--- src/rtl/dither_pkg.sv ---
package dither_pkg;
  localparam int CODE_W = 8;
  localparam int FRAC_W = 4;
  localparam int PERIOD = 1 << FRAC_W;

  // Saturating increment of a DAC code.
  function automatic logic [CODE_W-1:0] code_up(input logic [CODE_W-1:0] c);
    if (c == {CODE_W{1'b1}}) return c;
    return c + 1'b1;
  endfunction

  // Accumulator step: returns {carry, new phase}.
  function automatic logic [FRAC_W:0] phase_add(input logic [FRAC_W-1:0] ph,
                                                input logic [FRAC_W-1:0] fr);
    return {1'b0, ph} + {1'b0, fr};
  endfunction

  // Code choice from carry.
  function automatic logic [CODE_W-1:0] pick_code(input logic [CODE_W-1:0] base,
                                                  input logic upper);
    return upper ? code_up(base) : base;
  endfunction
endpackage

--- src/rtl/dither_slot_ctr.sv ---
module dither_slot_ctr #(
  parameter int FRAC_W = 4
) (
  input  logic              clk,
  input  logic              rst,
  input  logic              step_en,
  output logic [FRAC_W-1:0] slot_idx,
  output logic              slot_first
);
  always_ff @(posedge clk) begin
    if (rst) slot_idx <= '0;
    else if (step_en) slot_idx <= slot_idx + 1'b1;
  end

  assign slot_first = (slot_idx == '0);
endmodule

--- src/rtl/dither_phase_acc.sv ---
module dither_phase_acc
  import dither_pkg::*;
#(
  parameter int FW = FRAC_W
) (
  input  logic          clk,
  input  logic          rst,
  input  logic          step_en,
  input  logic          restart,
  input  logic [FW-1:0] frac,
  output logic          carry
);
  logic [FW-1:0] phase_q;
  logic [FW-1:0] phase_in;
  logic [FW:0]   sum;

  assign phase_in = restart ? '0 : phase_q;
  assign sum      = {1'b0, phase_in} + {1'b0, frac};
  assign carry    = sum[FW];

  always_ff @(posedge clk) begin
    if (rst) phase_q <= '0;
    else if (step_en) phase_q <= sum[FW-1:0];
  end
endmodule

--- src/rtl/dither_code_sel.sv ---
module dither_code_sel
  import dither_pkg::*;
#(
  parameter int CW = CODE_W
) (
  input  logic [CW-1:0] base_code,
  input  logic          upper,
  output logic [CW-1:0] code_next
);
  always_comb begin
    if (upper && base_code != {CW{1'b1}}) code_next = base_code + 1'b1;
    else                                  code_next = base_code;
  end
endmodule

--- src/rtl/dither_dac_seq.sv ---
module dither_dac_seq
  import dither_pkg::*;
(
  input  logic              clk,
  input  logic              rst,
  input  logic              step_en,
  input  logic [CODE_W-1:0] target_int,
  input  logic [FRAC_W-1:0] target_frac,
  output logic [CODE_W-1:0] dac_code,
  output logic              code_valid
);
  logic [FRAC_W-1:0] slot_idx;
  logic              upd_restart;
  logic              upd_fire;
  logic              upd_upper;
  logic [CODE_W-1:0] held_int;
  logic [FRAC_W-1:0] held_frac;
  logic [CODE_W-1:0] eff_int;
  logic [FRAC_W-1:0] eff_frac;
  logic [CODE_W-1:0] code_next;

  assign upd_fire = step_en;

  dither_slot_ctr #(.FRAC_W(FRAC_W)) u_slot (
    .clk(clk), .rst(rst), .step_en(upd_fire),
    .slot_idx(slot_idx), .slot_first(upd_restart)
  );

  // Inputs pass straight through on the first update of a period.
  assign eff_int  = upd_restart ? target_int  : held_int;
  assign eff_frac = upd_restart ? target_frac : held_frac;

  always_ff @(posedge clk) begin
    if (rst) begin
      held_int  <= '0;
      held_frac <= '0;
    end else if (upd_fire && upd_restart) begin
      held_int  <= target_int;
      held_frac <= target_frac;
    end
  end

  dither_phase_acc #(.FW(FRAC_W)) u_acc (
    .clk(clk), .rst(rst), .step_en(upd_fire), .restart(upd_restart),
    .frac(eff_frac), .carry(upd_upper)
  );

  dither_code_sel #(.CW(CODE_W)) u_sel (
    .base_code(eff_int), .upper(upd_upper), .code_next(code_next)
  );

  always_ff @(posedge clk) begin
    if (rst) begin
      dac_code   <= '0;
      code_valid <= 1'b0;
    end else begin
      code_valid <= upd_fire;
      if (upd_fire) dac_code <= code_next;
    end
  end
endmodule

--- config.mk ---
export PLATFORM = sky130hd
export DESIGN_NAME = dither_dac_seq
export DESIGN_NICKNAME = d
export VERILOG_FILES = /design/src/rtl/dither_pkg.sv /design/src/rtl/dither_slot_ctr.sv /design/src/rtl/dither_phase_acc.sv /design/src/rtl/dither_code_sel.sv /design/src/rtl/dither_dac_seq.sv
export SDC_FILE = /design/constraint.sdc
export NUM_CORES = 1
export LEC_CHECK = 0
export BUFFER_PORTS_ARGS = -buffer_cell sky130_fd_sc_hd__buf_2
export CAP_MARGIN = 25
export CELL_PAD_IN_SITES_DETAIL_PLACEMENT = 1
export CELL_PAD_IN_SITES_GLOBAL_PLACEMENT = 1
export CORE_UTILIZATION = 40
export DETAILED_ROUTE_END_ITERATION = 8
export PLACE_DENSITY_LB_ADDON = 0.1
export SETUP_SLACK_MARGIN = 0.5
export SLEW_MARGIN = 20
export SYNTH_ARGS = -nofsm -noshare
export SYNTH_HDL_FRONTEND = slang
export SYNTH_SLANG_ARGS = --single-unit
--- constraint.sdc ---
create_clock -name clk -period 4.8 [get_ports clk]
set_input_delay 0.96 -clock clk [delete_from_list [all_inputs] [get_ports clk]]
set_output_delay 0.96 -clock clk [all_outputs]
set_load 0.02 [all_outputs]
# Yosys cells after proc, flatten, opt, wreduce, memory -nomap -nowiden
# Cells that the tools add are included.
# word_totals
ff_bits	29
input_bits	15
word_cells	17
out_inout_bits	9
latchBits	0
mem_bits_rw	0
mem_count	0
mem_bits_ro	0
# op_classes
n_div	0
bitwise	0
add_sub_neg	3
mul	0
n_mux	4
shifts	0
reduce_logical	3
order_cmp	0
n_eq_ne	1
# op_table
cell	n
$mux W8	2
$add A8 B1 Y8 const B	1
$mux W4	2
$ne A8 B8 Y1 const B	1
$add A4 B4 Y5	1
$add A4 B1 Y4 const B	1
$logic_not A4 Y1	1
$logic_and A1 B1 Y1	2

# Logic depth before layout (Yosys ltp)
# logic_depth
ltp_word	5
mapped_depth	15
depth_no_buf	13

# Cells and area by module
# A second synthesis with hierarchy kept.
# unflattened
hier_cells	176
hier_area_um2	1730.4
# modules_own_cells
mod	cells_per_inst	seq_area_each_um2	n_inst	area_each_um2
dither_dac_seq	96	420.4	1	1022.2
dither_phase_acc	34	80.1	1	310.3
dither_slot_ctr	20	80.1	1	206.4
dither_code_sel	26	0.0	1	191.4

# Least setup slack after synthesis
# Ideal clock, no wire load.
# synth_path
kind	register to register
start	register u_slot.slot_idx[0]
end	register dac_code[3]
arrival_time_ns	2.962
path_slack_ns	1.716
setup_ns	0.122
path_stages_with_launch	16
required_ns	4.678
cell_sequence	dfxtp_1 > inv_1 > ha_1 > nor3b_4 > buf_4 > buf_4 > nand2_1 > nand2_1 > ha_1 > inv_1 > fa_1 > nor2b_1 > o21ai_0 > a221oi_4 > a21oi_1 > a311o_1
# synth_via
elab_chain_len	5
# synth_rtl
element	line	text
start: declaration	dither_slot_ctr.sv:7	output logic [FRAC_W-1:0] slot_idx,
start signal: assignment	dither_slot_ctr.sv:12	else if (step_en) slot_idx <= slot_idx + 1'b1;
$logic_not A4 Y1 *	dither_slot_ctr.sv:15	assign slot_first = (slot_idx == '0);
branches (longest 3 deep; another with $add A8 B1 Y8)	-	
$mux W8 *	dither_code_sel.sv:11	if (upper && base_code != {CW{1'b1}}) code_next = base_code + 1'b1;
end signal: assignment	dither_dac_seq.sv:58	if (upd_fire) dac_code <= code_next;
end: declaration	dither_dac_seq.sv:9	output logic [CODE_W-1:0] dac_code,
# Every way passes the cells marked *.
# A chain may end at the register's enable or synchronous reset.

# Worst setup path in the final report
# Ends and elaborated chain as after synthesis.

==> flow_summary.yaml <==
outcome:
  status: "completed"
placement:
  port_buffers: 23
  placed_area_um2: 1820
  dp.final_hpwl_mm: 3.05
  dp_slack_ps: 1550
  gp_congestion: 0.856
clocking:
  numClockSinks: 29
  post_cts_resized: 0
  post_cts_buffers: 0
  cts_buffers: 5
  htreeDepth: 2
  clk_pin_slew_worst_paths_ps: 60
  cts_root_buffer: "clkbuf_8"
  cts_buffer_depth: 2
  clock_latency_ps: 280
  tritoncts: "yes"
  hold_buffers: 0
worst_setup_path:
  path_class: "flip-flop to flip-flop"
  r2r-start: "u_slot.slot_idx[0]"
  path_max_fanout: 24
  setup.worst_path.start_class: "flip-flop"
  worst_setup_path_end_kind: "flip-flop"
  rrSetupSlack_ps: 1490
  arrival_ps: 3490
  r2r_end: "dac_code[3]"
  crit_required_ps: 4970
  worstRegToRegCells: 14
  cp-endpoint: "dac_code[3]"
  worstSetupStartpoint: "u_slot.slot_idx[0]"
timing:
  period_needed_ps: 3310
  grt_setup_unrepaired: "no"
  slew_headroom_pct: 64.4
  finalHoldViolations: 0
  tns_ps: 0
  whs_ps: 461
  fin_skew_ps: 10.1
  setup_viol: 0
  tightest_slew_ps: 534
  max_freq_mhz: 302
  setup_ws_ps: 1490
  final.period_utilization_pct: 69.1
  maxSlewViolCount: 0
yosys:
  synthFlopType: "dfxtp_1"
  synth_edf_count: 0
  synth_area_leader_cell: "dfxtp_1"
  seq_area_frac_synth_pct: 34.5
  yosysWarnings: 0
  synthDistinctLibCells: 49
  synth_nets: 229
  synthDominantCellAreaShare_pct: 34.5
  syn_area_um2: 1680
  synth-seq-cells: 29
  synth_cells: 206
  synthTopCellsByArea: "dfxtp_1, nand2_1, mux2i_1"
  async_flop_share_pct: 0
  syn_area_per_cell_um2: 8.16
power_and_ir_drop:
  power_switching_uw: 197
  clock_power_share_pct: 38.6
  powerDensity_nw_per_um2: 353
  power_frac_comb_pct: 21.5
  seq_power_share_pct: 40.0
  leakagePower_uw: 0.000814
  p_int_uw: 488
  ir_drop_mv: 0.180
  p_sw_share_pct: 28.8
route:
  first_pass_iters: 4
  via_per_inst: 5.42
  drcViolationCount: 0
  wl_per_cell_um: 15.3
  drtIter0Drc: 42
  num_vias: 1513
  antenna_left: 0
  wl_mm: 4.27
global_route:
  overflow: 0
  grt_pass1_wl_mm: 6.93
  antenna_found_initial: 0
  grt_usage_pct: 21.1
  grt_max_degree: 31
  grt_pass1_vias: 1452
cells_and_area:
  final_common_cell: "nand2_1"
  drive_gt1_share_pct: 18.3
  num_antenna_cells: 0
  postLayoutCellArea_um2: 1940
  areaGrowthSynthToFinish_pct: 15.4
  n_fill_cell: 523
  final-seq-area_um2: 581
  fin_util_pct: 48.2
  multiInputGateArea_um2: 1010
  fin_nets: 251
  final_cell_mix: "nand2_1, dfxtp_1, buf_2"
floorplan:
  die_w_um: 66.8
  io_pins: 24
  dieArea_um2: 4470
  num_rows: 23
  die_h_um: 66.8
  core_area_um2: 4030
  start_util_pct: 41.7
job:
  maxCapViolCount: 0
hold_path:
  worstHoldPathType: "flip-flop to flip-flop"
==> registers in the layout, summed over array words and instances, names as in the netlist <==
name and count:
held_int 8, u_slot.slot_idx 4, u_acc.phase_q 4, held_frac 4, code_valid 1, dac_code 8
==> logic make-up (layout without fill, tap and decap cells) <==
family	Yosys count	after routing	synth area share, %
adder cells (fa/ha/maj)	8	8	6.40
buffers and inverters	21	44	5.21
AO/OA/AOI/OAI	39	39	17.3
multiplexers	12	12	7.59
flip-flops	29	29	34.5
AND/OR/NAND/NOR	92	92	26.4
XOR/XNOR	5	5	2.60
==> worst min-delay path by stage <==
stage	depth (start not counted)	end	start	slack, ps
floorplan	2	held_frac[1]	held_frac[1]	440
global placement	2	held_frac[1]	held_frac[1]	440
detailed placement	2	held_frac[2]	held_frac[2]	460
CTS	2	held_frac[2]	held_frac[2]	470
global route	2	held_frac[2]	held_frac[2]	480
finish	2	held_frac[2]	held_frac[2]	460
==> routing by layer <==
metal | GRT usage, % | wire (um) | vias up | part of all wire, %
li1 | - | - | 759 | -
met5 | 0 | 0 | - | 0
met4 | 8.78 | 54 | 0 | 1.3
met2 | 38.0 | 2140 | 17 | 50
met3 | 3.77 | 93 | 5 | 2.2
met1 | 24.0 | 1980 | 732 | 46
==> area by class of cell <==
class / instances / share of cell area [%]
clock buffers: 7 / 4.45
well taps: 50 / 3.22
multi-input cells: 156 / 52.2
repair buffers: 24 / 6.32
flip-flops and latches: 29 / 29.9
clock inverters: 1 / 1.55
inverters: 12 / 2.32
==> critical path, stage by stage (launching register included) <==
cell and delay, ps:
dfxtp_1 340, inv_1 70, ha_1 190, nor3b_4 180, buf_4 310, nand2_1 90
nand2_1 80, ha_1 190, inv_1 70, fa_1 410, nor2b_1 190, o21ai_0 180
a221oi_4 500, a21oi_1 110, a311o_1 270
==> synth_stat cells, drive strengths merged (2+ instances only) <==
cell	number
xor2	2
o311ai	4
mux2i	9
a211o	2
xnor2	3
nor3b	3
o21ai	3
nor2	18
nand4	5
nand2	42
nand3	7
o22ai	2
a211oi	2
inv	11
dfxtp	29
mux2	3
nor2b	4
nand2b	3
clkbuf	5
nor3	5
a21oi	15
buf	4
ha	7
==> power groups by stage <==
stage	Sequential, uW	Clock, uW	Combinational (uW)
global route	276	281	165
CTS	274	270	149
finish	274	264	147
global placement	278	0	141
floorplan	285	0	101
detailed placement	279	0	147
==> metrics by stage <==
stage               total power (uW)  std cells
global placement                 419        271
CTS                              693        279
detailed placement               426        271
finish                           685        279
floorplan                        386        206
global route                     721        279
Power figures use the tool's default switching activity.
